## src/rtl/scpPkg.sv

```systemverilog
package scpPkg;
  // Strobes from the frame controller to the datapath, one cycle wide.
  typedef struct packed {
    logic captureEn;  // chip select fell: snapshot status and config
    logic shiftEn;    // rising serial clock: shift data input in
    logic driveEn;    // falling serial clock: present next output bit
    logic commitEn;   // chip select rose after a full frame
    logic clearOut;   // chip select changed: force output low
  } scpStrobe_t;
endpackage

```

## src/rtl/scpSync.sv

```systemverilog
module scpSync #(
  parameter int WIDTH = 3,
  parameter logic [WIDTH-1:0] RST_VAL = '0
) (
  input  logic             clk,
  input  logic             rstN,
  input  logic [WIDTH-1:0] asyncIn,
  output logic [WIDTH-1:0] syncOut
);
  logic [WIDTH-1:0] stage1;

  always_ff @(posedge clk or negedge rstN) begin
    if (!rstN) begin
      stage1  <= RST_VAL;
      syncOut <= RST_VAL;
    end else begin
      stage1  <= asyncIn;
      syncOut <= stage1;
    end
  end
endmodule

```

## src/rtl/scpCtrl.sv

```systemverilog
module scpCtrl
  import scpPkg::*;
#(
  parameter int FRAME_W = 16,
  parameter int CNT_W   = 5
) (
  input  logic             clk,
  input  logic             rstN,
  input  logic             hwMode,
  input  logic             sclkS,
  input  logic             csS,
  output scpStrobe_t       stb,
  output logic [CNT_W-1:0] bitCnt
);
  localparam logic [CNT_W-1:0] CNT_MAX  = '1;
  localparam logic [CNT_W-1:0] CNT_FULL = CNT_W'(FRAME_W);

  logic sclkPrev, csPrev;
  logic sclkRise, sclkFall, csFall, csRise, active;

  always_ff @(posedge clk or negedge rstN) begin
    if (!rstN) begin
      sclkPrev <= 1'b0;
      csPrev   <= 1'b1;
    end else begin
      sclkPrev <= sclkS;
      csPrev   <= csS;
    end
  end

  assign sclkRise = sclkS & ~sclkPrev;
  assign sclkFall = ~sclkS & sclkPrev;
  assign csFall   = ~csS & csPrev;
  assign csRise   = csS & ~csPrev;
  assign active   = ~csS & ~hwMode;

  always_ff @(posedge clk or negedge rstN) begin
    if (!rstN) begin
      bitCnt <= '0;
    end else if (csFall) begin
      bitCnt <= '0;
    end else if (active && sclkRise && bitCnt != CNT_MAX) begin
      bitCnt <= bitCnt + 1'b1;
    end
  end

  always_comb begin
    stb.captureEn = csFall & ~hwMode;
    stb.shiftEn   = active & sclkRise & ~csFall;
    stb.driveEn   = active & sclkFall & ~csFall;
    stb.commitEn  = csRise & ~hwMode & (bitCnt == CNT_FULL);
    stb.clearOut  = csRise | csFall;
  end
endmodule

```

## src/rtl/scpDpath.sv

```systemverilog
module scpDpath
  import scpPkg::*;
#(
  parameter int ADDR_W   = 7,
  parameter int DATA_W   = 9,
  parameter int STAT_W   = 8,
  parameter int NUM_STAT = 8,
  parameter int NUM_REGS = 4,
  parameter int CNT_W    = 5
) (
  input  logic                         clk,
  input  logic                         rstN,
  input  logic                         sdiS,
  input  scpStrobe_t                   stb,
  input  logic [CNT_W-1:0]             bitCnt,
  input  logic [NUM_STAT*STAT_W-1:0]   statusIn,
  output logic                         sdo,
  output logic [NUM_REGS*DATA_W-1:0]   ctlWords
);
  localparam int FRAME_W = ADDR_W + DATA_W;
  localparam int SEL_W   = (NUM_STAT > 1) ? $clog2(NUM_STAT) : 1;
  localparam logic [CNT_W-1:0] WIN_LO = CNT_W'(ADDR_W);
  localparam logic [CNT_W-1:0] WIN_HI = CNT_W'(ADDR_W + STAT_W);

  logic [FRAME_W-1:0] shiftReg;
  logic [DATA_W-1:0]  regFile [NUM_REGS];
  logic [STAT_W-1:0]  outShift;
  logic               armed;
  logic [ADDR_W-1:0]  addrField;
  logic [DATA_W-1:0]  dataField;
  logic               cfgReadEn, cfgContRead;
  logic [SEL_W-1:0]   cfgSel;
  logic               inWindow;

  assign addrField   = shiftReg[FRAME_W-1 -: ADDR_W];
  assign dataField   = shiftReg[DATA_W-1:0];
  assign cfgReadEn   = regFile[0][0];
  assign cfgContRead = regFile[0][1];
  assign cfgSel      = regFile[0][2 +: SEL_W];
  assign inWindow    = (bitCnt >= WIN_LO) && (bitCnt < WIN_HI);

  // Frame shifter
  always_ff @(posedge clk or negedge rstN) begin
    if (!rstN) shiftReg <= '0;
    else if (stb.shiftEn) shiftReg <= {shiftReg[FRAME_W-2:0], sdiS};
  end

  // Control register bank
  always_ff @(posedge clk or negedge rstN) begin
    if (!rstN) begin
      for (int i = 0; i < NUM_REGS; i++) regFile[i] <= '0;
    end else if (stb.commitEn) begin
      for (int i = 0; i < NUM_REGS; i++)
        if (addrField == ADDR_W'(i)) regFile[i] <= dataField;
    end
  end

  generate
    for (genvar g = 0; g < NUM_REGS; g++) begin : gOut
      assign ctlWords[g*DATA_W +: DATA_W] = regFile[g];
    end
  endgenerate

  // Status snapshot and serial return
  always_ff @(posedge clk or negedge rstN) begin
    if (!rstN) begin
      outShift <= '0;
      armed    <= 1'b0;
      sdo      <= 1'b0;
    end else begin
      if (stb.captureEn) begin
        outShift <= statusIn[cfgSel*STAT_W +: STAT_W];
        armed    <= cfgReadEn & cfgContRead;
      end
      if (stb.clearOut) begin
        sdo <= 1'b0;
      end else if (stb.driveEn) begin
        if (inWindow) begin
          sdo      <= armed & outShift[STAT_W-1];
          outShift <= {outShift[STAT_W-2:0], 1'b0};
        end else begin
          sdo <= 1'b0;
        end
      end
    end
  end
endmodule

```

## src/rtl/serCtlPort.sv

```systemverilog
module serCtlPort
  import scpPkg::*;
#(
  parameter int ADDR_W   = 7,
  parameter int DATA_W   = 9,
  parameter int STAT_W   = 8,
  parameter int NUM_STAT = 8,
  parameter int NUM_REGS = 4
) (
  input  logic                       clk,
  input  logic                       rstN,
  input  logic                       hwMode,
  input  logic                       sclk,
  input  logic                       csN,
  input  logic                       sdi,
  input  logic [NUM_STAT*STAT_W-1:0] statusIn,
  output logic                       sdo,
  output logic [NUM_REGS*DATA_W-1:0] ctlWords
);
  localparam int FRAME_W = ADDR_W + DATA_W;
  localparam int CNT_W   = $clog2(FRAME_W + 2);

  logic [2:0]       syncBus;
  logic             sclkS, csS, sdiS;
  scpStrobe_t       stb;
  logic [CNT_W-1:0] bitCnt;

  scpSync #(.WIDTH(3), .RST_VAL(3'b010)) u_sync (
    .clk(clk), .rstN(rstN),
    .asyncIn({sclk, csN, sdi}),
    .syncOut(syncBus)
  );
  assign {sclkS, csS, sdiS} = syncBus;

  scpCtrl #(.FRAME_W(FRAME_W), .CNT_W(CNT_W)) u_ctrl (
    .clk(clk), .rstN(rstN), .hwMode(hwMode),
    .sclkS(sclkS), .csS(csS), .stb(stb), .bitCnt(bitCnt)
  );

  scpDpath #(
    .ADDR_W(ADDR_W), .DATA_W(DATA_W), .STAT_W(STAT_W),
    .NUM_STAT(NUM_STAT), .NUM_REGS(NUM_REGS), .CNT_W(CNT_W)
  ) u_dpath (
    .clk(clk), .rstN(rstN), .sdiS(sdiS), .stb(stb), .bitCnt(bitCnt),
    .statusIn(statusIn), .sdo(sdo), .ctlWords(ctlWords)
  );
endmodule

```

## config.mk

```make
export PLATFORM = sky130hd
export DESIGN_NAME = serCtlPort
export DESIGN_NICKNAME = d
export VERILOG_FILES = /design/src/rtl/scpPkg.sv /design/src/rtl/scpSync.sv /design/src/rtl/scpCtrl.sv /design/src/rtl/scpDpath.sv /design/src/rtl/serCtlPort.sv
export SDC_FILE = /design/constraint.sdc
export NUM_CORES = 1
export LEC_CHECK = 0
export CAP_MARGIN = 20
export CORE_AREA = 2 2 86 88
export CTS_BUF_LIST = sky130_fd_sc_hd__clkbuf_8
export CTS_CLUSTER_SIZE = 16
export DETAILED_ROUTE_END_ITERATION = 10
export DIE_AREA = 0 0 88 90
export PLACE_DENSITY = 0.91
export SETUP_SLACK_MARGIN = 0.3
export SLEW_MARGIN = 30
export SYNTH_ARGS = -nofsm -noshare
export SYNTH_HDL_FRONTEND = slang
export SYNTH_SLANG_ARGS = --single-unit
```

## constraint.sdc

```tcl
create_clock -name clk -period 6.1 [get_ports clk]
set_clock_uncertainty 0.05 [all_clocks]
set_input_delay 1.22 -clock clk [delete_from_list [all_inputs] [get_ports clk]]
set_output_delay 1.22 -clock clk [all_outputs]
set_load 0.05 [all_outputs]
```

==> results of run 1 <==
[flip-flops by register name, indices dropped and copies added, names as in the netlist]
register / flops
u_dpath.outShift: 8
u_dpath.shiftReg: 16
u_ctrl.sclkPrev: 1
u_sync.syncOut: 3
u_ctrl.bitCnt: 5
u_dpath.armed: 1
u_dpath.sdo: 1
u_dpath.ctlWords: 36
u_ctrl.csPrev: 1
u_sync.stage1: 3
[worst max-delay path, stage by stage]
cell and delay (ns):
sky130_fd_sc_hd__clkdlybuf4s50_1 0.50, sky130_fd_sc_hd__nor4b_1 0.34, sky130_fd_sc_hd__and3_2 0.26, sky130_fd_sc_hd__nor3b_2 0.64
sky130_fd_sc_hd__mux2_2 0.42
[power by group]
group | leakage [nW] | total (mW) | switching (mW) | internal, mW
Sequential | 1.01 | 0.543 | 0.0242 | 0.519
Clock | 0.0929 | 0.339 | 0.188 | 0.151
Combinational | 1.01 | 0.0973 | 0.0350 | 0.0622
[layout make-up]
| class | instances | area [um^2] |
|---|---|---|
| clock inverter | 7 | 53.8 |
| sequential | 75 | 1880 |
| timing repair buffer | 107 | 1070 |
| tap | 99 | 124 |
| multi-input combinational | 178 | 1570 |
| fill | 511 | 2190 |
| inverter | 4 | 15.0 |
| clock buffer | 9 | 124 |
[kinds of logic (layout without fill, tap and decap cells)]
group           count (synthesis)  in the layout  share of synthesized area [%]
compound gates                 25             25                           4.99
simple gates                   60             60                           10.1
fa+ha+maj                       5              5                           1.77
mux                            85             85                           26.6
buf+inv                        17            127                           2.62
xor+xnor                        3              3                          0.743
flops                          75             75                           53.1
[routing by layer]
layer  global-route usage, %  wire [um]  vias up
met2                    35.9       4060      106
met1                    28.1       3490     1272
met5                       0          0        -
li1                        -          -     1208
met3                    6.89        675       10
met4                    7.18        121        0
[metrics by stage]
| stage | cells | setup WS, ns | hold WS, ns | utilization, % |
|---|---|---|---|---|
| floorplan | 270 | 3.59 | 0.281 | - |
| global placement | 463 | 2.62 | 0.283 | 66.2 |
| detailed placement | 463 | 2.56 | 0.287 | 66.2 |
| CTS | 479 | 2.93 | 0.304 | 68.8 |
| global route | 479 | 2.73 | 0.309 | 68.8 |
| finish | 479 | 2.90 | 0.300 | 68.8 |
[cell usage in the layout (no fill, tap or decap), drive strengths merged, types with 3 or more instances in the layout]
cell type / instances
clkbuf: 9
nor2: 7
nand2: 11
and3: 6
xnor2: 3
nor3: 9
mux2i: 31
ha: 5
clkinv: 3
dfstp: 3
a31oi: 7
inv: 7
nand3: 10
a22oi: 14
dfrtp: 72
mux2: 52
clkdlybuf4s50: 105
nand3b: 3
[how the worst max path moves through the flow]
| stage | slack [ns] | from | end |
|---|---|---|---|
| after floorplan | 3.59 | hwMode | u_dpath.ctlWords[0] |
| after global placement | 2.62 | hwMode | u_dpath.ctlWords[0] |
| after detailed placement | 2.56 | hwMode | u_dpath.ctlWords[7] |
| after CTS | 2.93 | hwMode | u_dpath.ctlWords[7] |
| after global routing | 2.73 | hwMode | u_dpath.ctlWords[3] |
| final | 2.90 | hwMode | u_dpath.ctlWords[3] |
==> results.md, run 1 <==
- The startpoint identified for the worst register-to-register timing path is u_sync.syncOut[1].
- The number of sinks handled by clock tree synthesis is 75.
- The top-area cell type share of the netlist area is 50.9%.
- In this run, CTS created clock tree buffers numbering 9.
- The average size of a mapped cell is 13.1 um^2.
- The max-slew violation count is 0.
- After synthesis, the most frequently instantiated cells are 72 x sky130_fd_sc_hd__dfrtp_1, 52 x sky130_fd_sc_hd__mux2_2, 31 x sky130_fd_sc_hd__mux2i_1, 14 x sky130_fd_sc_hd__a22oi_1, 11 x sky130_fd_sc_hd__nand2_1.
- The die extent in x is 88 um.
- Overall power consumption after layout is estimated at 0.979 mW.
- The number of antenna diodes in the final layout is 0.
- Buffers added to address setup during post-CTS repair amount to 0.
- Setup violations remaining at the end of the flow were counted as 0.
- The via count normalized by instance count is 5.42.
- The total routed wirelength is 8340 um.
- Synthesis inferred 75 register bits.
- For this run, the number of Yosys warnings is 0.
- The number of cells traversed by the worst hold path is 0.
- The number of vias after detailed routing is 2,596.
- The floorplan core area is 7020 um^2.
- The biggest area contributor in the post-synthesis netlist is sky130_fd_sc_hd__dfrtp_1.
- The number of enable-type register cells in the synthesized netlist is 0.
- Headroom to the max-slew limit came out at 48.8%.
- For the worst setup path, the data required time is 6.29 ns.
- The placement row count is 31.
- The clock slew at the register clock pins of the worst setup and hold paths is 0.08 ns.
- 107 I/O pins were placed.
- The min-delay analysis places its worst path in the category reg -> reg.
- The number of hold violations in the final report is 0.
- The achievable frequency is 0.313 GHz.
- The count of unresolved DRC violations after routing is 0.
- Setup repair after global routing left no endpoint under its margin.
- The netlist area before placement is 3540 um^2.
- The DRC marker count from the first detailed-route iteration is 159.
- Synthesis produced a netlist with a net count of 345.
- For the worst setup path, the data arrival time is 3.38 ns.
- After detailed routing, the average wire length per cell comes to 17.4 um.
- The setup slack of the most critical reg-to-reg path is 3.64 ns.
- TritonCTS built the clock tree.
- The startpoint of the worst hold path is u_sync.stage1[2].
- The number of antenna violations at the first check in global routing was 0.
- The maximum fanout along the worst path is 9.
- In this run the cell area measured after placement is 4650 um^2.
- The register area share after synthesis is 53.1%.
- Summed over all cells, the static leakage comes to 2.11 nW.
- The critical path startpoint category is an input port.
- The reg-to-reg critical path endpoint is u_dpath.ctlWords[3].
- For this run the aggregate overflow at the end of global routing stands at 0.
- Of the cells placed in the final design, the portion with a size suffix greater than 1 is 21.3%.
- The most instantiated library cell after synthesis is sky130_fd_sc_hd__dfrtp_1.
- The number of maximum-capacitance violations is 0.
- The HPWL after detailed placement is 6130 um.
- The tree is rooted in a sky130_fd_sc_hd__clkbuf_8.
- The last weighted congestion value of the routability-driven placer is 0.850.
- The synthesized instance count is 270.
- The effective utilization at floorplan is 50.4%.
- Subtracting the final worst setup slack from the clock period gives 3.20 ns.
- The vertical die dimension is 90 um.
- Input and output buffers added on the ports amount to 106.
- The first-pass iteration count of the detailed router is 4.
- Global routing used 22.1% of the available tracks across all layers.
- Yosys attributes the largest share of cell area to sky130_fd_sc_hd__dfrtp_1 51%, sky130_fd_sc_hd__mux2_2 17%, sky130_fd_sc_hd__mux2i_1 8.8%.
- The later pin in the worst-skew pair is clocked with a latency of 0.35 ns.
- CTS built an H-tree with a depth of 3.
- The number of gates given a new drive strength after cts is 0.
- The final worst-path cycle share is 52.4%.
- In this run the deepest clock path goes through 2 buffers.
- Of all flip-flops after synthesis, the portion carrying an async set or reset was 100%.
- The global-route wire length before repair is 13,400 um.
- Once detail routing completed, the nets flagged for antenna violations numbered 0.
- The area growth from synthesis to layout is 36.6%.
- After routing the design area is 4830 um^2.
- In the final timing run, aggregate negative setup slack is 0 ns.
- The cell area power density is 203 nW/um^2.
- The capturing element type of the critical path is a flop.
- The run finished with clean final reports.
- The worst reg-to-reg path cell count is 5.
- The net count of the finished layout is 450.
- Entering global routing, the biggest net connects 76 pins.
- The actual transition at the worst max-transition pin is 0.764 ns.
- The overall die area is 7920 um^2.
- The number of global-route vias before repair is 2,642.
- The number of different library cells in the post-synthesis netlist is 42.
- The terminating pin of the worst hold path is u_sync.syncOut[2].
- The count of hold buffers inserted by post-cts repair is 0.
- Across the VDD grid, the largest voltage drop is 0.181 mV.
- Among all flip-flop cells after synthesis, the most frequent one is sky130_fd_sc_hd__dfrtp_1.
- The path type of the worst setup path is in -> reg.
Power figures use the tool's default switching activity.
==> run 2, diff against run 1 <==
--- a/config.mk
+++ b/config.mk
@@ -6,12 +6,12 @@
 export NUM_CORES = 1
 export LEC_CHECK = 0
 export CAP_MARGIN = 20
-export CORE_AREA = 2 2 86 88
+export CORE_AREA = 2 2 93 95
 export CTS_BUF_LIST = sky130_fd_sc_hd__clkbuf_8
 export CTS_CLUSTER_SIZE = 16
 export DETAILED_ROUTE_END_ITERATION = 10
-export DIE_AREA = 0 0 88 90
-export PLACE_DENSITY = 0.91
+export DIE_AREA = 0 0 95 97
+export PLACE_DENSITY = 0.82
 export SETUP_SLACK_MARGIN = 0.3
 export SLEW_MARGIN = 30
 export SYNTH_ARGS = -nofsm -noshare
==> constraint.sdc (replaced) <==
create_clock -name clk -period 2.7 [get_ports clk]
set_clock_uncertainty 0.05 [all_clocks]
set_input_delay 0.54 -clock clk [delete_from_list [all_inputs] [get_ports clk]]
set_output_delay 0.54 -clock clk [all_outputs]
set_load 0.05 [all_outputs]
==> results.md, run 2 (synthesis gave the netlist of run 1 again) <==
- The final antenna diode count is 0 (unchanged).
- The accumulated negative setup slack is 0 ns (unchanged).
- The overall die area was 9220 um^2 (+16%).
- Setup repair after global routing left no endpoint under its margin.
- The setup slack of the most critical reg-to-reg path is 0.50 ns (-3.14 ns).
- The utilization of the core after routing is 60.1% (-8.7 points).
- The number of antenna violations at the first check in global routing was 0 (unchanged).
- The maximum vdd ir drop was 0.264 mV (+46%).
- The maximum fanout along the worst path is 8 (-1).
- The number of setup buffers added after CTS is 0 (unchanged).
- The total power of the final layout was 2.26 mW (+130%).
- The number of flip-flops under the largest register name was 36 (unchanged).
- The clock tree from TritonCTS is built.
- The largest net degree at the start of global routing is 76 (unchanged).
- The tree is rooted in a sky130_fd_sc_hd__clkbuf_8.
- The final setup violation count is 0 (unchanged).
- Leaving out fill and tap cells, the most frequent cells in the layout are 104 x sky130_fd_sc_hd__clkdlybuf4s50_1, 72 x sky130_fd_sc_hd__dfrtp_1, 52 x sky130_fd_sc_hd__mux2_2, 31 x sky130_fd_sc_hd__mux2i_1, 14 x sky130_fd_sc_hd__a22oi_1.
- The count of hold buffers inserted by post-cts repair came to 0 (unchanged).
- The number of sinks handled by clock tree synthesis was 75 (unchanged).
- The final critical path takes up 83.7% of the cycle.
- The via count normalized by instance count was 5.30 (-2.3%).
- The floorplan core area came to 8130 um^2 (+16%).
- Traced cell by cell, the critical path runs through clkdlybuf4s50_1.
- The type of the tightest min-delay check is in -> async.
- The clock insertion delay at the later pin of the skew report was 0.33 ns (-0.02 ns).
- The post-place instance area came to 4700 um^2 (+1.0%).
- The number of global-route vias before repair was 2,638 (-0.15%).
- The depth of the CTS H-tree is 3 (unchanged).
- The total leakage power is 2.15 nW (+2.0%).
- The die extent in x is 95 um (+8.0%).
- The first-pass iteration count of the detailed router is 4 (unchanged).
- The maximum buffer depth of the clock tree is 2 (unchanged).
- The number of maximum-capacitance violations is 0 (unchanged).
- The net count of the finished layout is 454 (+0.89%).
- For this design, the slowest cell found on the critical path is sky130_fd_sc_hd__clkdlybuf4s50_1.
- The count of unresolved DRC violations after routing came to 0 (unchanged).
- The area growth from synthesis to layout is 38.3%.
- The number of CTS-inserted buffers is 9 (unchanged).
- The run finished with clean final reports.
- The per-cell routed wire length came to 17.1 um (-1.7%).
- The post-route cell area was 4890 um^2 (+1.2%).
- The number of vias after detailed routing is 2,590 (-0.23%).
- The post-route non-filler standard cell count was 489 (+2.1%).
- The reg-to-reg critical path endpoint is u_dpath.shiftReg[4].
- The max-slew violation count came to 0 (unchanged).
- The final critical path time including I/O delays and setup is 2.26 ns.
- The path type of the worst setup path is reg -> out.
- The number of fill cells is 639 (+25%).
- The critical path starts at u_dpath.ctlWords[4].
- The effective utilization at floorplan is 43.5% (-6.9 points).
- For this run, the top clock speed supported by timing is 0.443 GHz.
- The HPWL after detailed placement came to 6260 um (+2.1%).
- The vertical die dimension is 97 um (+7.8%).
- The fraction of final layout cells with drive strength greater than 1 came to 22.1% (+0.82 points).
- The critical path's largest stage delay is 0.86 ns (+0.22 ns).
- The actual transition at the worst max-transition pin is 0.659 ns (-0.105 ns).
- The DRC marker count from the first detailed-route iteration is 130 (-18%).
- The normalized max-slew margin is 56.1% (+7.2 points).
- The placement row count was 33 (+6.5%).
- STA classifies the critical path endpoint as a primary output.
- The total global-route track usage was 18.1% (-4.0 points).
- The number of buffer and inverter instances along the worst setup path is 1 (unchanged).
- The number of antenna-violating nets in the routed design came to 0 (unchanged).
- The quantity of I/O buffers inserted on ports is 106 (unchanged).
- The worst path arrival time is 1.67 ns (-1.71 ns).
- The last weighted congestion value of the routability-driven placer was 0.824 (-3.1%).
- The worst endpoint required time is 2.11 ns (-4.18 ns).
- The worst reg-to-reg path cell count is 5 (unchanged).
- The total placed cells including tap cells was 473 (+2.2%).
- The total routed wirelength is 8370 um (+0.34%).
- The library cell used most frequently in the layout, excluding fill and tap cells, is sky130_fd_sc_hd__clkdlybuf4s50_1.
- STA classifies the critical path startpoint as a flop.
- The number of I/O pins is 107 (unchanged).
- The global-route wire length before repair is 12,900 um (-3.5%).
- The startpoint of the worst-slack reg-to-reg timing path is u_sync.syncOut[1].
- The number of hold violations in the final report is 0 (unchanged).
- The category of cells accounting for the largest share of critical-path delay is buffers and inverters.
- The total overflow reported by the global router is 0 (unchanged).
- The cell area power density is 462 nW/um^2 (+130%).
- The clock slew at the register clock pins of the worst setup and hold paths was 0.07 ns (about the same).
==> run 2: timing repair <==
action | CTS | global route
hold endpoints to repair | 0 | 0
setup endpoints to repair | 0 | 18
gates resized for setup | 0 | 2
==> run 2: stage by stage <==
step	setup WS (ns)	hold WS [ns]
floorplan	0.743	0.194
global placement	0.112	0.283
detailed placement	0.0801	0.286
CTS	0.410	0.303
global route	0.331	0.213
finish	0.441	0.160
==> run 2: layout make-up <==
| class | instances | area [um^2] | area share (%) |
|---|---|---|---|
| Clock buffer | 10 | 138 | 2.81 |
| Clock inverter | 6 | 50.0 | 1.02 |
| Inverter | 4 | 15.0 | 0.307 |
| Multi-Input combinational cell | 178 | 1570 | 32.0 |
| Sequential cell | 75 | 1880 | 38.4 |
| Tap cell | 105 | 131 | 2.69 |
| Timing Repair Buffer | 111 | 1110 | 22.7 |
==> run 2: how the worst max path moves through the flow <==
stage / to / slack, ns / cells after the start
final: ctlWords[4] / 0.44 / 1
after global placement: u_dpath.ctlWords[21] / 0.11 / 5
after detailed placement: u_dpath.ctlWords[22] / 0.08 / 5
after CTS: ctlWords[3] / 0.41 / 1
after floorplan: u_dpath.shiftReg[10] / 0.74 / 6
after global routing: u_dpath.ctlWords[3] / 0.33 / 6
==> run 2: power by group <==
group	total (mW)	internal, mW	switching (mW)
clock	0.808	0.438	0.370
sequential	1.23	1.17	0.0579
combinational	0.219	0.142	0.0779
total	2.26	1.75	0.506
==> run 2: layer usage <==
layer,vias to the layer above,track usage (%),routed length [um]
met5,-,0,0
met4,0,7.13,158
met3,14,4.67,752
met2,104,30.3,4030
met1,1265,22.2,3430
li1,1207,-,-
==> run 3, diff against run 2 <==
==> constraint.sdc (replaced) <==
create_clock -name clk -period 2 [get_ports clk]
set_clock_uncertainty 0.05 [all_clocks]
set_input_delay 0.4 -clock clk [delete_from_list [all_inputs] [get_ports clk]]
set_output_delay 0.4 -clock clk [all_outputs]
set_load 0.05 [all_outputs]
==> results.md, run 3 (synthesis gave the netlist of run 1 again) <==
- The run finished with clean final reports.
- The worst path arrival time was 2.14 ns (+0.47 ns).
- The total routed wirelength was 9550 um (+14%).
- The max-slew violation count is 0 (unchanged).
- The number of antenna-violating nets in the routed design is 0 (unchanged).
- The total placed cells including tap cells came to 482 (+1.9%).
- Setup repair after global routing could not meet its margin everywhere.
- The count of hold buffers inserted by post-cts repair is 0 (unchanged).
- The total global-route track usage is 20.6% (+2.5 points).
- The number of global-route vias before repair is 2,939 (+11%).
- The part of the total power dissipated in combinational logic is 11.6% (+1.9 points).
- The top cell types in the final layout, fill and taps aside, are 72 x sky130_fd_sc_hd__dfrtp_1, 68 x sky130_fd_sc_hd__clkdlybuf4s50_1, 34 x sky130_fd_sc_hd__mux2_2, 31 x sky130_fd_sc_hd__mux2i_1, 22 x sky130_fd_sc_hd__buf_4.
- The number of maximum-capacitance violations is 0 (unchanged).
- The maximum vdd ir drop was 0.409 mV (+55%).
- The switching share of total power is 23.9% (+1.5 points).
- In this run the most used layer during global routing was met2.
- The internal cell power came to 2.42 mW (+38%).
- The number of sinks handled by clock tree synthesis came to 75 (unchanged).
- The number of antenna violations at the first check in global routing is 0 (unchanged).
- The area growth from synthesis to layout is 52.6%.
- The switching power of the nets is 0.762 mW (+51%).
- The overall die area came to 9220 um^2 (unchanged).
- The final antenna diode count is 0 (unchanged).
- The setup slack of the most critical reg-to-reg path is 0.04 ns (-0.46 ns).
- The largest net degree at the start of global routing came to 76 (unchanged).
- The post-place instance area is 4840 um^2 (+3.0%).
- The library cell used most frequently in the layout, excluding fill and tap cells, is sky130_fd_sc_hd__dfrtp_1.
- The number of CTS-inserted buffers is 9 (unchanged).
- The via count normalized by instance count came to 5.40 (+2.0%).
- The placement row count is 33 (unchanged).
- The achievable frequency is 0.509 GHz.
- The post-route non-filler standard cell count is 507 (+3.7%).
- The met1 layer usage reported by global route is 26.5% (+4.3 points).
- The post-route cell area is 5400 um^2 (+10%).
- The quantity of I/O buffers inserted on ports came to 106 (unchanged).
- The count of unresolved DRC violations after routing is 0 (unchanged).
- The fraction of final layout cells with drive strength greater than 1 was 39.1% (+17 points).
- The final worst-path setup slack is 0.0364 ns (-0.404 ns).
- The global-route met3 utilization was 5.61% (+0.93 points).
- The number of I/O pins is 107 (unchanged).
- The clock tree from TritonCTS is built.
- The total overflow reported by the global router is 0 (unchanged).
- The clock slew at the register clock pins of the worst setup and hold paths is 0.08 ns (about the same).
- The floorplan core area is 8130 um^2 (unchanged).
- The worst setup slack before clock tree synthesis is -0.313 ns (-0.393 ns).
- The routing usage on met2 is 33.0% (+2.6 points).
- The maximum buffer depth of the clock tree is 2 (unchanged).
- The final setup violation count is 0 (unchanged).
- The worst setup path is captured at a flop.
- The per-cell routed wire length is 18.8 um (+10%).
- The final worst-path cycle share is 98.2%.
- The first-pass iteration count of the detailed router came to 4 (unchanged).
- The effective utilization at floorplan is 43.5% (unchanged).
- The actual transition at the worst max-transition pin is 0.499 ns (-0.160 ns).
- The accumulated negative setup slack is 0 ns (unchanged).
- The die extent in x is 95 um (unchanged).
- The DRC marker count from the first detailed-route iteration is 130 (unchanged).
- The last weighted congestion value of the routability-driven placer is 0.764 (-7.3%).
- The type of the tightest min-delay check is in -> async.
- The number of flip-flops under the largest register name is 36 (unchanged).
- The path type of the worst setup path is reg -> reg.
- The cell area power density is 589 nW/um^2 (+28%).
- The total power of the final layout came to 3.18 mW (+41%).
- The net count of the finished layout is 473 (+4.2%).
- The number of hold violations in the final report was 0 (unchanged).
- The worst endpoint required time was 2.18 ns (+0.07 ns).
- The total leakage power was 2.39 nW (+11%).
- The cell at the root of the clock tree is sky130_fd_sc_hd__clkbuf_8.
- The depth of the CTS H-tree came to 3 (unchanged).
- The critical path startpoint category is a flop.
- The normalized max-slew margin was 66.9% (+11 points).
- The maximum fanout along the worst path was 5 (-3).
- The number of vias after detailed routing was 2,740 (+5.8%).
- The clock share of power is 36.0% (+0.2 points).
- Subtracting the final worst setup slack from the clock period gives 1.96 ns.
- The clock insertion delay at the later pin of the skew report is 0.34 ns (about the same).
- The worst reg-to-reg path cell count is 6 (+1).
- The global-route wire length before repair is 14,800 um (+15%).
- The vertical die dimension was 97 um (unchanged).
- The sequential fraction of design power came to 52.4% (-2.1 points).
- The HPWL after detailed placement is 6060 um (-3.3%).
run 3: timing repair:
action | CTS | global route
gates cloned | 3 | 0
pin swaps | 10 | 7
setup buffers | 7 | 0
gates resized for setup | 64 | 55
endpoints found under the setup margin | 91 | 88
hold endpoints to repair | 0 | 0
run 3: worst max-delay path: stages (launching register included):
cell	delay, ns
sky130_fd_sc_hd__dfstp_2	0.56
sky130_fd_sc_hd__ha_4	0.12
sky130_fd_sc_hd__nor4b_4	0.20
sky130_fd_sc_hd__and3_4	0.24
sky130_fd_sc_hd__and3_4	0.24
sky130_fd_sc_hd__buf_12	0.13
sky130_fd_sc_hd__mux2_4	0.31
run 3: cell type report:
type / count / area, um^2
tap: 105 / 131
multi-input combinational: 179 / 1890
inverter: 4 / 15.0
fill: 597 / 2740
clock inverter: 5 / 55.1
timing repair buffer: 129 / 1290
sequential: 75 / 1880
clock buffer: 10 / 138
run 3: worst paths after layout:
kind | from | endpoint
min in group clk | u_sync.stage1[0] | u_sync.syncOut[0]
min | rstN | u_dpath.ctlWords[18]
max reg2reg | u_sync.syncOut[1] | u_dpath.ctlWords[34]
max | u_sync.syncOut[1] | u_dpath.ctlWords[34]
min reg2reg | u_sync.stage1[0] | u_sync.syncOut[0]
max in group asynchronous | rstN | u_sync.stage1[1]
run 3: per-layer routing:
| metal | up-vias | routed length, um |
|---|---|---|
| met2 | 111 | 4780 |
| met3 | 22 | 668 |
| met1 | 1355 | 3880 |
| met5 | - | 0 |
| li1 | 1252 | - |
| met4 | 0 | 221 |
run 3: per-stage QoR:
| step | util [%] | hold slack, ns |
|---|---|---|
| after floorplan | - | 0.0544 |
| after global placement | 59.5 | 0.284 |
| after detailed placement | 59.5 | 0.289 |
| after CTS | 64.9 | 0.0392 |
| after global routing | 66.4 | 0.0602 |
| final | 66.4 | 0.0316 |
run 3: power by group through the flow:
stage / Combinational, mW / Sequential [mW] / Clock, mW
2_1_floorplan: 0.115 / 1.66 / 0
3_3_place_gp: 0.309 / 1.68 / 0
3_5_place_dp: 0.317 / 1.68 / 0
4_1_cts: 0.348 / 1.65 / 1.17
5_1_grt: 0.402 / 1.68 / 1.23
6_report: 0.369 / 1.67 / 1.15
